<file path="src/rtl/frame_reject_pkg.sv">
package frame_reject_pkg;

  typedef struct packed {
    logic promisc;
    logic runt_ok;
    logic strict;
  } mode_t;

  typedef enum logic [1:0] {
    VERDICT_NONE    = 2'b00,
    VERDICT_ACCEPT  = 2'b01,
    VERDICT_DISCARD = 2'b10
  } verdict_t;

  function automatic verdict_t decide(input mode_t mode, input logic full_len,
                                      input logic rejected, input logic matched);
    if (!mode.runt_ok && !full_len) return VERDICT_DISCARD;
    if (mode.promisc)               return VERDICT_ACCEPT;
    if (matched && !mode.strict)    return VERDICT_ACCEPT;
    if (rejected)                   return VERDICT_DISCARD;
    return VERDICT_ACCEPT;
  endfunction

endpackage

</file>
<file path="src/rtl/rej_pulse_qualifier.sv">
module rej_pulse_qualifier #(
  parameter int MIN_CLKS = 50
) (
  input  logic clk,
  input  logic rst,
  input  logic enable,
  input  logic rej_n,
  output logic qualified
);
  localparam int CW = $clog2(MIN_CLKS + 1);
  localparam logic [CW-1:0] LIMIT = CW'(MIN_CLKS);

  logic [CW-1:0] low_cnt;

  always_ff @(posedge clk) begin
    if (rst || !enable || rej_n) begin
      low_cnt <= '0;
    end else if (low_cnt != LIMIT) begin
      low_cnt <= low_cnt + 1'b1;
    end
  end

  assign qualified = (low_cnt == LIMIT);
endmodule

</file>
<file path="src/rtl/frame_window_timer.sv">
module frame_window_timer #(
  parameter int WIN_BITS = 512
) (
  input  logic clk,
  input  logic rst,
  input  logic enable,
  input  logic sof,
  input  logic eof,
  input  logic tick,
  output logic in_frame,
  output logic win_open,
  output logic full_len
);
  localparam int BW = $clog2(WIN_BITS + 1);
  localparam logic [BW-1:0] LAST = BW'(WIN_BITS);

  logic [BW-1:0] bit_cnt;

  always_ff @(posedge clk) begin
    if (rst || !enable) begin
      in_frame <= 1'b0;
      bit_cnt  <= '0;
    end else if (sof) begin
      in_frame <= 1'b1;
      bit_cnt  <= '0;
    end else if (eof) begin
      in_frame <= 1'b0;
    end else if (in_frame && tick && bit_cnt != LAST) begin
      bit_cnt <= bit_cnt + 1'b1;
    end
  end

  assign full_len = (bit_cnt == LAST);
  assign win_open = in_frame && !full_len;
endmodule

</file>
<file path="src/rtl/frame_reject_arbiter.sv">
module frame_reject_arbiter
  import frame_reject_pkg::*;
#(
  parameter int CLK_MHZ  = 250,
  parameter int MIN_NS   = 200,
  parameter int WIN_BITS = 512
) (
  input  logic clk,
  input  logic rst,
  input  logic run_en_i,
  input  logic promisc_i,
  input  logic runt_ok_i,
  input  logic strict_i,
  input  logic int_match_i,
  input  logic ext_rej_n,
  input  logic sof_i,
  input  logic bit_tick_i,
  input  logic eof_i,
  output logic accept_o,
  output logic discard_o
);
  localparam int MIN_CLKS = (MIN_NS * CLK_MHZ + 999) / 1000;

  logic     qual, in_frame, win_open, full_len;
  logic     rej_q, hit_q, rej_now, hit_now;
  mode_t    mode;
  verdict_t verdict;

  rej_pulse_qualifier #(.MIN_CLKS(MIN_CLKS)) u_qual (
    .clk(clk), .rst(rst), .enable(run_en_i), .rej_n(ext_rej_n), .qualified(qual)
  );

  frame_window_timer #(.WIN_BITS(WIN_BITS)) u_win (
    .clk(clk), .rst(rst), .enable(run_en_i), .sof(sof_i), .eof(eof_i),
    .tick(bit_tick_i), .in_frame(in_frame), .win_open(win_open), .full_len(full_len)
  );

  assign mode    = '{promisc: promisc_i, runt_ok: runt_ok_i, strict: strict_i};
  assign rej_now = rej_q || (qual && win_open);
  assign hit_now = hit_q || int_match_i;
  assign verdict = decide(mode, full_len, rej_now, hit_now);

  always_ff @(posedge clk) begin
    if (rst || !run_en_i) begin
      rej_q     <= 1'b0;
      hit_q     <= 1'b0;
      accept_o  <= 1'b0;
      discard_o <= 1'b0;
    end else begin
      accept_o  <= 1'b0;
      discard_o <= 1'b0;
      if (eof_i && in_frame) begin
        accept_o  <= (verdict == VERDICT_ACCEPT);
        discard_o <= (verdict == VERDICT_DISCARD);
      end
      if (sof_i) begin
        rej_q <= 1'b0;
        hit_q <= 1'b0;
      end else if (in_frame) begin
        rej_q <= rej_now;
        hit_q <= hit_now;
      end
    end
  end
endmodule

</file>
<file path="config.mk">
export PLATFORM = sky130hd
export DESIGN_NAME = frame_reject_arbiter
export DESIGN_NICKNAME = d
export VERILOG_FILES = /design/src/rtl/frame_reject_pkg.sv /design/src/rtl/rej_pulse_qualifier.sv /design/src/rtl/frame_window_timer.sv /design/src/rtl/frame_reject_arbiter.sv
export SDC_FILE = /design/constraint.sdc
export NUM_CORES = 1
export LEC_CHECK = 0
export BUFFER_PORTS_ARGS = -buffer_cell sky130_fd_sc_hd__buf_4
export CORE_MARGIN = 2
export CORE_UTILIZATION = 45
export CTS_BUF_LIST = sky130_fd_sc_hd__clkbuf_8
export DETAILED_ROUTE_END_ITERATION = 8
export SYNTH_ARGS = -nofsm -noshare
export SYNTH_HDL_FRONTEND = slang
export SYNTH_SLANG_ARGS = --single-unit
</file>
<file path="constraint.sdc">
create_clock -name clk -period 3.06 [get_ports clk]
set_clock_uncertainty 0.2 [all_clocks]
set_input_delay 0.306 -clock clk [delete_from_list [all_inputs] [get_ports clk]]
set_output_delay 0.306 -clock clk [all_outputs]
set_load 0.05 [all_outputs]
</file>
==> impl_metrics.xml <==
<?xml version="1.0" encoding="UTF-8"?>
<metrics>
  <group name="final_layout">
    <metric name="final_cells" unit="">151</metric>
    <metric name="ratio_of_cells_with_drive_above_1_in_the_final_layout" unit="%">16.1</metric>
    <metric name="most_common_library_cell_in_the_layout_ignoring_fill_and_taps" unit="">sky130_fd_sc_hd__dfxtp_1</metric>
    <metric name="antenna-diode-count" unit="">0</metric>
    <metric name="post-route-util" unit="%">57.0</metric>
    <metric name="design.final.nets" unit="">140</metric>
    <metric name="syn2layout_area_growth" unit="%">16.7</metric>
    <metric name="commonest_cells_after_routing_fill_and_taps_aside" unit="">sky130_fd_sc_hd__dfxtp_1 (21), sky130_fd_sc_hd__nor2_1 (15), sky130_fd_sc_hd__buf_4 (12), sky130_fd_sc_hd__nand3_1 (6), sky130_fd_sc_hd__xnor2_1 (6)</metric>
  </group>
  <group name="global_route">
    <metric name="grt_antenna_before_repair" unit="">0</metric>
    <metric name="vias_in_the_first_global_route" unit="">740</metric>
    <metric name="grt_first_pass_wirelength" unit="mm">3.22</metric>
    <metric name="pin_count_of_the_biggest_net_entering_global_routing" unit="">13</metric>
    <metric name="grt.total_usage" unit="%">16.6</metric>
    <metric name="grt.overflow.total" unit="">0</metric>
  </group>
  <group name="placed_design">
    <metric name="placedCellCount" unit="">147</metric>
    <metric name="io_buffer_count" unit="">12</metric>
    <metric name="detailedPlacementHpwl" unit="mm">1.36</metric>
    <metric name="gp_congestion" unit="">0.803</metric>
  </group>
  <group name="routing">
    <metric name="routed-via-count" unit="">786</metric>
    <metric name="drt.antenna.violating_nets" unit="">0</metric>
    <metric name="routed_wl" unit="mm">1.83</metric>
    <metric name="firstDrtPassIters" unit="">4</metric>
    <metric name="drt_first_iter_violations" unit="">16</metric>
    <metric name="number_of_drc_violations_after_detailed_routing" unit="">0</metric>
    <metric name="drt-vias-per-instance" unit="">5.21</metric>
    <metric name="route.detailed.wl_per_inst" unit="microns">12.1</metric>
  </group>
  <group name="synthesis">
    <metric name="syn_area" unit="sq um">987</metric>
    <metric name="syn-mean-instance-area" unit="sq um">9.06</metric>
    <metric name="synth.ff_latch_count" unit="">21</metric>
    <metric name="synthesis.instances" unit="">109</metric>
    <metric name="ys_warn_count" unit="">0</metric>
    <metric name="seq_area_frac_synth" unit="%">42.6</metric>
    <metric name="synthesis.nets" unit="">124</metric>
    <metric name="post_synth_num_cell_types" unit="">32</metric>
  </group>
  <group name="sta">
    <metric name="final-max-slew-violation-count" unit="">0</metric>
    <metric name="achievable-frequency" unit="GHz">0.589</metric>
    <metric name="setup_total_negative_slack" unit="ns">0</metric>
    <metric name="rsz_0062_raised_after_global_routing" unit="">no</metric>
    <metric name="timing.final.crit_period" unit="ns">1.70</metric>
    <metric name="max_slew_margin" unit="%">65.6</metric>
    <metric name="final-setup-viol-count" unit="">0</metric>
    <metric name="final_hold_viols" unit="">0</metric>
    <metric name="fin_crit_sh" unit="%">55.5</metric>
    <metric name="worst-slew-pin-transition" unit="ns">0.515</metric>
    <metric name="fin_worst_hold_slack" unit="ns">0.0707</metric>
  </group>
  <group name="pwr">
    <metric name="pwr_density_cell" unit="nW/um^2">414</metric>
    <metric name="max_vdd_drop" unit="uV">200</metric>
    <metric name="power.static_leakage" unit="nW">0.403</metric>
    <metric name="p_total" unit="W">0.000477</metric>
  </group>
  <group name="critical_path">
    <metric name="timing.critical_path.fanout_max" unit="">6</metric>
    <metric name="r2r_slack" unit="ns">1.36</metric>
    <metric name="worstPathBufferInverterCount" unit="">1</metric>
    <metric name="path_delay_family" unit="">simple AND/OR/NAND/NOR gates</metric>
    <metric name="worstPathArrival" unit="ns">1.64</metric>
    <metric name="crit_path_max_incr_delay" unit="ns">0.45</metric>
    <metric name="required_time_of_the_critical_path" unit="ns">3.00</metric>
    <metric name="criticalPathCategory" unit="">reg2reg</metric>
    <metric name="timing.critical_path.from_type" unit="">flip-flop</metric>
    <metric name="timing.critical_path.slowest_stage_cell" unit="">sky130_fd_sc_hd__nor4b_4</metric>
    <metric name="cp-end-kind" unit="">flip-flop</metric>
    <metric name="crit_chain" unit="">inv_1 &gt; ha_1 &gt; nand2_1 &gt; nor4b_4 &gt; or2_2 &gt; a21oi_1</metric>
  </group>
  <group name="clock_tree">
    <metric name="post-cts-setup-buffer-count" unit="">0</metric>
    <metric name="max-clock-path-buffers" unit="">2</metric>
    <metric name="h_tree_depth" unit="">1</metric>
    <metric name="holdBufCountCts" unit="">0</metric>
    <metric name="post_cts_resized" unit="">0</metric>
    <metric name="cts_buffers" unit="">3</metric>
    <metric name="tritoncts" unit="">yes</metric>
    <metric name="worst_skew_pair.late_latency" unit="ns">0.26</metric>
    <metric name="cts-root-buf" unit="">sky130_fd_sc_hd__clkbuf_8</metric>
    <metric name="cts.clk_slew.worst_paths" unit="ns">0.07</metric>
    <metric name="cts_num_sinks" unit="">21</metric>
  </group>
  <group name="die">
    <metric name="core-area" unit="sq um">2020</metric>
    <metric name="placementRows" unit="">16</metric>
    <metric name="die-width" unit="microns">50.8</metric>
    <metric name="floorplan.initialDensity" unit="%">48.8</metric>
    <metric name="chipHeight" unit="microns">50.8</metric>
    <metric name="die_area" unit="sq um">2580</metric>
    <metric name="io_pins" unit="">13</metric>
  </group>
  <group name="run_status">
    <metric name="status" unit="">completed</metric>
  </group>
  <group name="min_path">
    <metric name="classification_of_the_worst_slack_hold_path" unit="">in2reg</metric>
  </group>
  <group name="flow_run">
    <metric name="drv_cap" unit="">0</metric>
  </group>
</metrics>
==> layout make-up <==
type / count / area [sq um]
Multi-Input combinational cell: 84 / 552
Clock inverter: 1 / 3.75
Inverter: 3 / 11.3
Tap cell: 27 / 33.8
Timing Repair Buffer: 12 / 90.1
Fill cell: 187 / 870
Clock buffer: 3 / 41.3
Sequential cell: 21 / 420
==> through the flow <==
step | worst slack [ns] | area [sq um]
floorplan | 1.56 | 987
global placement | 1.42 | 1110
detailed placement | 1.38 | 1110
CTS | 1.38 | 1150
global route | 1.25 | 1150
finish | 1.36 | 1150
==> worst paths after layout <==
path,start,endpoint,depth (start not counted)
setup / recovery,u_qual.low_cnt[0]$_SDFFE_PP0N_,u_qual.low_cnt[1]$_SDFFE_PP0N_,6
hold / removal,sof_i,u_win.in_frame$_SDFFE_PP0P_,2
setup reg to reg,u_qual.low_cnt[0]$_SDFFE_PP0N_,u_qual.low_cnt[1]$_SDFFE_PP0N_,6
hold reg to reg,rej_q$_SDFFE_PP0P_,rej_q$_SDFFE_PP0P_,2
==> sequential cells by signal (all words and copies together) (netlist names) <==
name            count
hit_q               1
u_win.in_frame      1
u_win.bit_cnt      10
discard_o           1
accept_o            1
u_qual.low_cnt      6
rej_q               1
==> report_power, final <==
group	switching (W)	internal [W]
Sequential	0.00000193	0.000275
Combinational	0.0000108	0.0000145
Clock	0.0000856	0.0000893
==> worst reg2reg max path: cells and delay by family (launching register included) <==
| kind | cells | cell delay, ns |
|---|---|---|
| fa+ha+maj | 1 | 0.17 |
| simple gates | 3 | 0.75 |
| flops | 1 | 0.32 |
| compound gates | 1 | 0.05 |
| buf+inv | 1 | 0.10 |
==> synth_stat cells, drive strengths merged <==
| master | n | area [sq um] |
|---|---|---|
| a21oi | 5 | 25.0 |
| a22oi | 1 | 7.51 |
| a31oi | 2 | 12.5 |
| and2 | 2 | 12.5 |
| and3 | 3 | 18.8 |
| and3b | 1 | 12.5 |
| clkbuf | 1 | 3.75 |
| dfxtp | 21 | 420 |
| ha | 4 | 50.1 |
| inv | 3 | 11.3 |
| nand2 | 5 | 18.8 |
| nand2b | 2 | 12.5 |
| nand3 | 7 | 40.0 |
| nand3b | 1 | 7.51 |
| nand4 | 3 | 18.8 |
| nand4b | 1 | 8.76 |
| nand4bb | 1 | 11.3 |
| nor2 | 15 | 56.3 |
| nor2b | 4 | 25.0 |
| nor3 | 5 | 25.0 |
| nor4 | 1 | 6.26 |
| nor4b | 1 | 23.8 |
| o21a | 1 | 7.51 |
| o21ai | 2 | 10.0 |
| o21ba | 1 | 10.0 |
| o31ai | 1 | 7.51 |
| o41ai | 1 | 8.76 |
| or2 | 1 | 6.26 |
| or3 | 2 | 12.5 |
| xnor2 | 6 | 52.6 |
| xor2 | 5 | 43.8 |
==> logic make-up (layout without fill, tap and decap cells) <==
| kind of cell | Yosys count | after routing | synth area share [%] |
|---|---|---|---|
| AO/OA/AOI/OAI | 14 | 14 | 9.00 |
| flip-flops | 21 | 21 | 42.6 |
| AND/OR/NAND/NOR | 55 | 55 | 32.1 |
| XOR/XNOR | 11 | 11 | 9.76 |
| adder cells (fa/ha/maj) | 4 | 4 | 5.07 |
| buffers and inverters | 4 | 19 | 1.52 |
==> layer usage <==
| layer | vias up | global-route usage [%] | routed length [microns] |
|---|---|---|---|
| li1 | 411 | - | - |
| met1 | 354 | 23.4 | 957 |
| met2 | 17 | 24.3 | 756 |
| met3 | 4 | 3.22 | 81 |
| met4 | 0 | 8.11 | 31 |
| met5 | - | 0 | 0 |
Note: power is estimated with default switching activity, not from simulation.
